==> src/rtl/apbf_pkg.sv <==
package apbf_pkg;

  // Wildcard compare: a zero in care marks a don't-care address bit.
  function automatic logic wild_hit(input logic [63:0] addr,
                                    input logic [63:0] val,
                                    input logic [63:0] care);
    return ((addr ^ val) & care) == 64'd0;
  endfunction

endpackage

==> src/rtl/apbf_decode.sv <==
module apbf_decode #(
  parameter int                    N_SLV      = 4,
  parameter int                    AW         = 32,
  parameter logic [N_SLV*AW-1:0]   MATCH_VAL  = '0,
  parameter logic [N_SLV*AW-1:0]   MATCH_CARE = '0
) (
  input  logic              req_sel,
  input  logic [AW-1:0]     req_addr,
  output logic [N_SLV-1:0]  tgt_sel
);
  import apbf_pkg::*;

  localparam int PADW = 64 - AW;

  for (genvar k = 0; k < N_SLV; k++) begin : g_cmp
    logic [AW-1:0] val_k;
    logic [AW-1:0] care_k;
    logic          hit_k;
    assign val_k  = MATCH_VAL[k*AW +: AW];
    assign care_k = MATCH_CARE[k*AW +: AW];
    assign hit_k  = wild_hit({{PADW{1'b0}}, req_addr},
                             {{PADW{1'b0}}, val_k},
                             {{PADW{1'b0}}, care_k});
    assign tgt_sel[k] = req_sel & hit_k;
  end

endmodule

==> src/rtl/apbf_rdmux.sv <==
module apbf_rdmux #(
  parameter int N_SLV = 4,
  parameter int DW    = 32
) (
  input  logic [N_SLV-1:0]    tgt_sel,
  input  logic [N_SLV*DW-1:0] tgt_rdata,
  output logic [DW-1:0]       req_rdata
);

  logic [DW-1:0] gated [N_SLV];

  for (genvar k = 0; k < N_SLV; k++) begin : g_gate
    assign gated[k] = tgt_rdata[k*DW +: DW] & {DW{tgt_sel[k]}};
  end

  always_comb begin
    req_rdata = '0;
    for (int k = 0; k < N_SLV; k++) begin
      req_rdata = req_rdata | gated[k];
    end
  end

endmodule

==> src/rtl/apbf_fabric.sv <==
module apbf_fabric #(
  parameter int                    N_SLV      = 4,
  parameter int                    AW         = 32,
  parameter int                    DW         = 32,
  parameter int                    SLICE_LO   = 2,
  parameter int                    SLICE_W    = 4,
  parameter logic [N_SLV*AW-1:0]   MATCH_VAL  = {32'h5000_0000, 32'h4000_2000,
                                                 32'h4000_1000, 32'h4000_0000},
  parameter logic [N_SLV*AW-1:0]   MATCH_CARE = {32'hF000_0FC0, 32'hFFFF_FFC0,
                                                 32'hFFFF_FFC0, 32'hFFFF_FFC0}
) (
  input  logic                     m_psel,
  input  logic                     m_penable,
  input  logic                     m_pwrite,
  input  logic [AW-1:0]            m_paddr,
  input  logic [DW-1:0]            m_pwdata,
  output logic [DW-1:0]            m_prdata,
  output logic [N_SLV-1:0]         s_psel,
  output logic [N_SLV-1:0]         s_penable,
  output logic [N_SLV-1:0]         s_pwrite,
  output logic [N_SLV*SLICE_W-1:0] s_paddr,
  output logic [N_SLV*DW-1:0]      s_pwdata,
  input  logic [N_SLV*DW-1:0]      s_prdata
);

  localparam int SLICE_HI = SLICE_LO + SLICE_W - 1;

  logic [SLICE_W-1:0] word_off;
  assign word_off = m_paddr[SLICE_HI:SLICE_LO];

  apbf_decode #(
    .N_SLV(N_SLV), .AW(AW), .MATCH_VAL(MATCH_VAL), .MATCH_CARE(MATCH_CARE)
  ) u_decode (
    .req_sel  (m_psel),
    .req_addr (m_paddr),
    .tgt_sel  (s_psel)
  );

  for (genvar k = 0; k < N_SLV; k++) begin : g_port
    assign s_penable[k]                = m_penable;
    assign s_pwrite[k]                 = m_pwrite;
    assign s_paddr[k*SLICE_W +: SLICE_W] = word_off;
    assign s_pwdata[k*DW +: DW]        = m_pwdata;
  end

  apbf_rdmux #(.N_SLV(N_SLV), .DW(DW)) u_rdmux (
    .tgt_sel   (s_psel),
    .tgt_rdata (s_prdata),
    .req_rdata (m_prdata)
  );

endmodule

==> config.mk <==
export PLATFORM = sky130hd
export DESIGN_NAME = apbf_fabric
export DESIGN_NICKNAME = d
export VERILOG_FILES = /design/src/rtl/apbf_pkg.sv /design/src/rtl/apbf_decode.sv /design/src/rtl/apbf_rdmux.sv /design/src/rtl/apbf_fabric.sv
export SDC_FILE = /design/constraint.sdc
export NUM_CORES = 1
export LEC_CHECK = 0
export ABC_AREA = 1
export ABC_CLOCK_PERIOD_IN_PS = 1500
export BUFFER_PORTS_ARGS = -buffer_cell sky130_fd_sc_hd__buf_2
export CAP_MARGIN = 15
export CORE_AREA = 2 2 148 150
export DETAILED_ROUTE_END_ITERATION = 8
export DIE_AREA = 0 0 150 152
export SLEW_MARGIN = 20
export SYNTH_ARGS = -nofsm -noshare
export SYNTH_HDL_FRONTEND = slang
export SYNTH_SLANG_ARGS = --single-unit
==> constraint.sdc <==
create_clock -name vclk -period 1.5
set_clock_uncertainty 0.15 [all_clocks]
set_input_delay 0.15 -clock vclk [all_inputs]
set_output_delay 0.15 -clock vclk [all_outputs]
set_load 0.02 [all_outputs]
; ---- Yosys cells after proc, flatten, opt, wreduce, memory -nomap -nowiden
; Cells that the tools add are included.
[word_totals]
wordCells = 19
reg_bits = 0
[op_classes]
bitwise_logic = 15
reduce_logical = 4
[op_table]
columns = op, count
row1 = logical NOT 64 bit, 4
row2 = bitwise AND 32 bit, 4
row3 = bitwise OR 32 bit, 3
row4 = NOT 2 bit, 3
row5 = bitwise AND 1 bit, 4
row6 = NOT 1 bit, 1

; ---- Logic depth before layout (Yosys ltp)
[logic_depth]
ltp_word = 7
mapped_depth = 10
ltp_nobuf = 9

; ---- By module
; A second synthesis with hierarchy kept.
[hier_totals]
cells_unflattened = 490
area_unflattened_um2 = 2506.2
[modules_own_cells]
columns = module, n_inst, seq_area_each_um2, area_each_um2, cells_per_inst
row1 = apbf_rdmux, 1, 0.0, 1199.9, 300
row2 = apbf_fabric, 1, 0.0, 1141.1, 152
row3 = apbf_decode, 1, 0.0, 165.2, 38

; ---- Worst setup path after synthesis
; No wires, ideal clock.
[synth_timing]
path_type = input port to output port
start = input m_paddr[25]
end = output s_psel[0]
stages = 5
arrival_time_ns = 1.197
t_required_ns = 1.200
setup_slack_ns = 0.003
n_path_buf = 0
path_cell_list = nor2_1 > nand2_1 > nor2_2 > nand2_4 > nor4_1
[synth_between]
elab_chain_cells = 2
[synth_rtl]
columns = item, line
row1 = start: declaration, apbf_fabric.sv:15  ; input logic [AW-1:0] m_paddr,
row2 = logical NOT 64 bit, apbf_pkg.sv:7  ; return ((addr ^ val) & care) == 64'd0;
row3 = bitwise AND 1 bit, apbf_decode.sv:24  ; assign tgt_sel[k] = req_sel & hit_k;
row4 = end: declaration, apbf_fabric.sv:18  ; output logic [N_SLV-1:0] s_psel,
; No other way between the ends.

; ---- Worst setup path after layout
[layout_timing]
start = input m_paddr[8]
end = output m_prdata[7]
[layout_between]
elab_chain_cells = 6
elab_cells_between_ends = 15
classes_between = bitwise: 11 / reduce/logical: 4
[layout_rtl]
columns = item, line
row1 = logical NOT 64 bit, apbf_pkg.sv:7
row2 = bitwise AND 1 bit, apbf_decode.sv:24
row3 = bitwise AND 32 bit, apbf_rdmux.sv:13  ; assign gated[k] = tgt_rdata[k*DW +: DW] & {DW{tgt_sel[k]}};
row4 = bitwise OR 32 bit (2 in series), apbf_rdmux.sv:19  ; req_rdata = req_rdata | gated[k];
row5 = bitwise OR 32 bit (*), apbf_rdmux.sv:19
row6 = end: declaration, apbf_fabric.sv:17  ; output logic [DW-1:0] m_prdata,
; Every way passes the cells marked *; elsewhere a longest branch is shown, timed or not.

==> impl_metrics.yaml <==
status:
  outcome: "complete, but fails checks"
  violations: "setup timing"
floorplanning:
  die_area_mm2: 0.0228
  fp-row-count: 54
  chipHeight_um: 152
  core-area_mm2: 0.0214
  ios: 383
  start_util_pct: 12.9
  dieWidth_um: 150
logic_synthesis:
  yosysWarnings: 0
  synth_top_area_cell: "buf_4"
  synth_top_cell_area_share_pct: 43.0
  synth_cells: 506
  netlist_area_mm2: 0.00276
  yosysSeqAreaShare_pct: 0
  synthTopCellsByArea: "buf_4 43%, nand2_1 18%, nand3_1 17%"
  synth_fp_nets: 701
  synth_cell_types: 20
  avgSynthCellArea_um2: 5.46
critical_path:
  required_ns: 1.20
  path_cells: "buf_2, nor2_4, nand2_4, nor2_4, nand2_4, nor2_8, buf_12, buf_12, nand3_1, nand2_1, inv_1, nand2_1, buf_6"
  critical_path.endpoint_type: "primary output"
  start_kind: "input pin"
  path_max_fanout: 8
  critPathMaxStageDelay_ns: 0.17
  crit_type: "input pin to primary output"
  critical-path-slowest-cell: "nor2_8"
  cp_data_arrival_time_ns: 1.52
timing:
  max_slew.worst_pin.slew_ns: 0.461
  report.final.slew_viol_count: 0
  period_needed_ns: 1.82
  rsz0062_at_grt: "true"
  finalHoldViolCount: 0
  fmax_ghz: 0.550
  final.setup.worst_slack_ns: -0.319
  fin_crit_sh_pct: 121
  setup_violations: 33
  relSlewSlack_pct: 69.3
cells_and_area:
  n_clock_buffer: 0
  layout_common_cells: "145 x buf_2, 127 x nand2_1, 87 x nand3_1, 72 x inv_1, 42 x buf_6"
  drive_above_1_share_pct: 46.9
  seq_area_um2: 0
  seq_cells: 0
  syn_to_final_growth_pct: 30.2
  layout_commonest_cell: "buf_2"
  nNetsFinal: 745
  utilization_pct: 16.8
  diodes: 0
route:
  wl_per_cell_um: 13.8
  drtIter0Drc: 133
  drc_errors: 0
  vias: 2922
  wirelength_mm: 11.5
  viasPerCell: 3.53
  detail-route-antenna-nets: 0
  firstDrtPassIters: 4
global_route:
  grt_pass1_wl_mm: 16.7
  grt_max_degree: 33
  gr-usage-all-layers_pct: 9.51
  antenna_found_initial: 0
  grt_pass1_vias: 3089
  gr-total-overflow: 0
place:
  place_congestion: 0.764
  pre_cts_slack_ns: -0.331
  portBuffers: 191
  dpl.hpwl_mm: 8.69
power_and_ir_drop:
  p_sw_share_pct: 42.9
  power_switching_mw: 0.149
  p_leak_nw: 2.00
  power.share.clock_pct: 0
  p_per_area_mw_per_mm2: 96.3
  internal-power_mw: 0.197
  ir_worst_vdd_uv: 41.1
  p_seq_share_pct: 0
  p_comb_share_pct: 100.0
run:
  drv_cap: 0
worst_hold_path:
  hold_path_class: "input pin to primary output"
==> cell families after synthesis <==
kind of cell           Yosys count  synth area share (%)
buffers and inverters          246                  57.0
and+or+nand+nor                260                  43.0
==> final cells by class <==
class | count | area, um^2
Fill cell | 2481 | 17800
Inverter | 73 | 274
Multi-Input combinational cell | 260 | 1350
Tap cell | 280 | 350
Timing Repair Buffer | 215 | 1620
==> path summary, 6_finish.rpt <==
path | from | end | slack, ns | cells past startpoint
max | m_paddr[8] | m_prdata[7] | -0.32 | 13
min | m_pwdata[2] | s_pwdata[66] | 0.15 | 0
==> per-layer routing <==
metal | wire (um) | global-route usage [%]
met1 | 4180 | 10.2
met2 | 5800 | 17.9
met3 | 896 | 1.53
met4 | 572 | 4.45
met5 | 0 | 0
==> through the flow <==
| step | cells | power, mW | TNS (ns) | hold WS [ns] | cell area (um^2) |
|---|---|---|---|---|---|
| floorplan | 506 | 0.646 | 0 | 0.240 | 2760 |
| global placement | 823 | 0.295 | -8.14 | 0.150 | 3040 |
| detailed placement | 823 | 0.301 | -8.73 | 0.150 | 3040 |
| CTS | 828 | 0.328 | -7.46 | 0.150 | 3490 |
| global route | 828 | 0.374 | -11.90 | 0.150 | 3590 |
| finish | 828 | 0.346 | -8.58 | 0.150 | 3590 |
==> power by group through the flow <==
stage | Combinational (mW) | Sequential, mW | Clock, mW
floorplan | 0.646 | 0 | 0
global placement | 0.295 | 0 | 0
detailed placement | 0.301 | 0 | 0
CTS | 0.328 | 0 | 0
global route | 0.374 | 0 | 0
finish | 0.346 | 0 | 0
==> cell usage after synthesis <==
| library cell | instances |
|---|---|
| nor3_4 | 1 |
| buf_2 | 8 |
| nand2_4 | 1 |
| and2_1 | 1 |
| clkbuf_4 | 1 |
| buf_6 | 6 |
| nor2_2 | 4 |
| nand3_1 | 96 |
| inv_1 | 72 |
| nor4_1 | 1 |
| inv_2 | 1 |
| nor3_1 | 2 |
| nor2_1 | 11 |
| nor2_4 | 2 |
| nand3b_1 | 1 |
| nor2_8 | 1 |
| buf_4 | 158 |
| nand3_2 | 2 |
| nand2_2 | 2 |
| nand2_1 | 135 |
==> what timing repair did <==
action	in CTS	in global routing
gates cloned	3	0
pin swaps	12	21
gates resized for setup	94	25
hold buffers	0	0
setup buffers	2	0
setup endpoints to repair	35	36
==> critical path: cells and delay by family <==
family	cells	cell delay (ns)
and+or+nand+nor	8	0.80
buffers and inverters	5	0.55
Note: power is estimated with default switching activity, not from simulation.
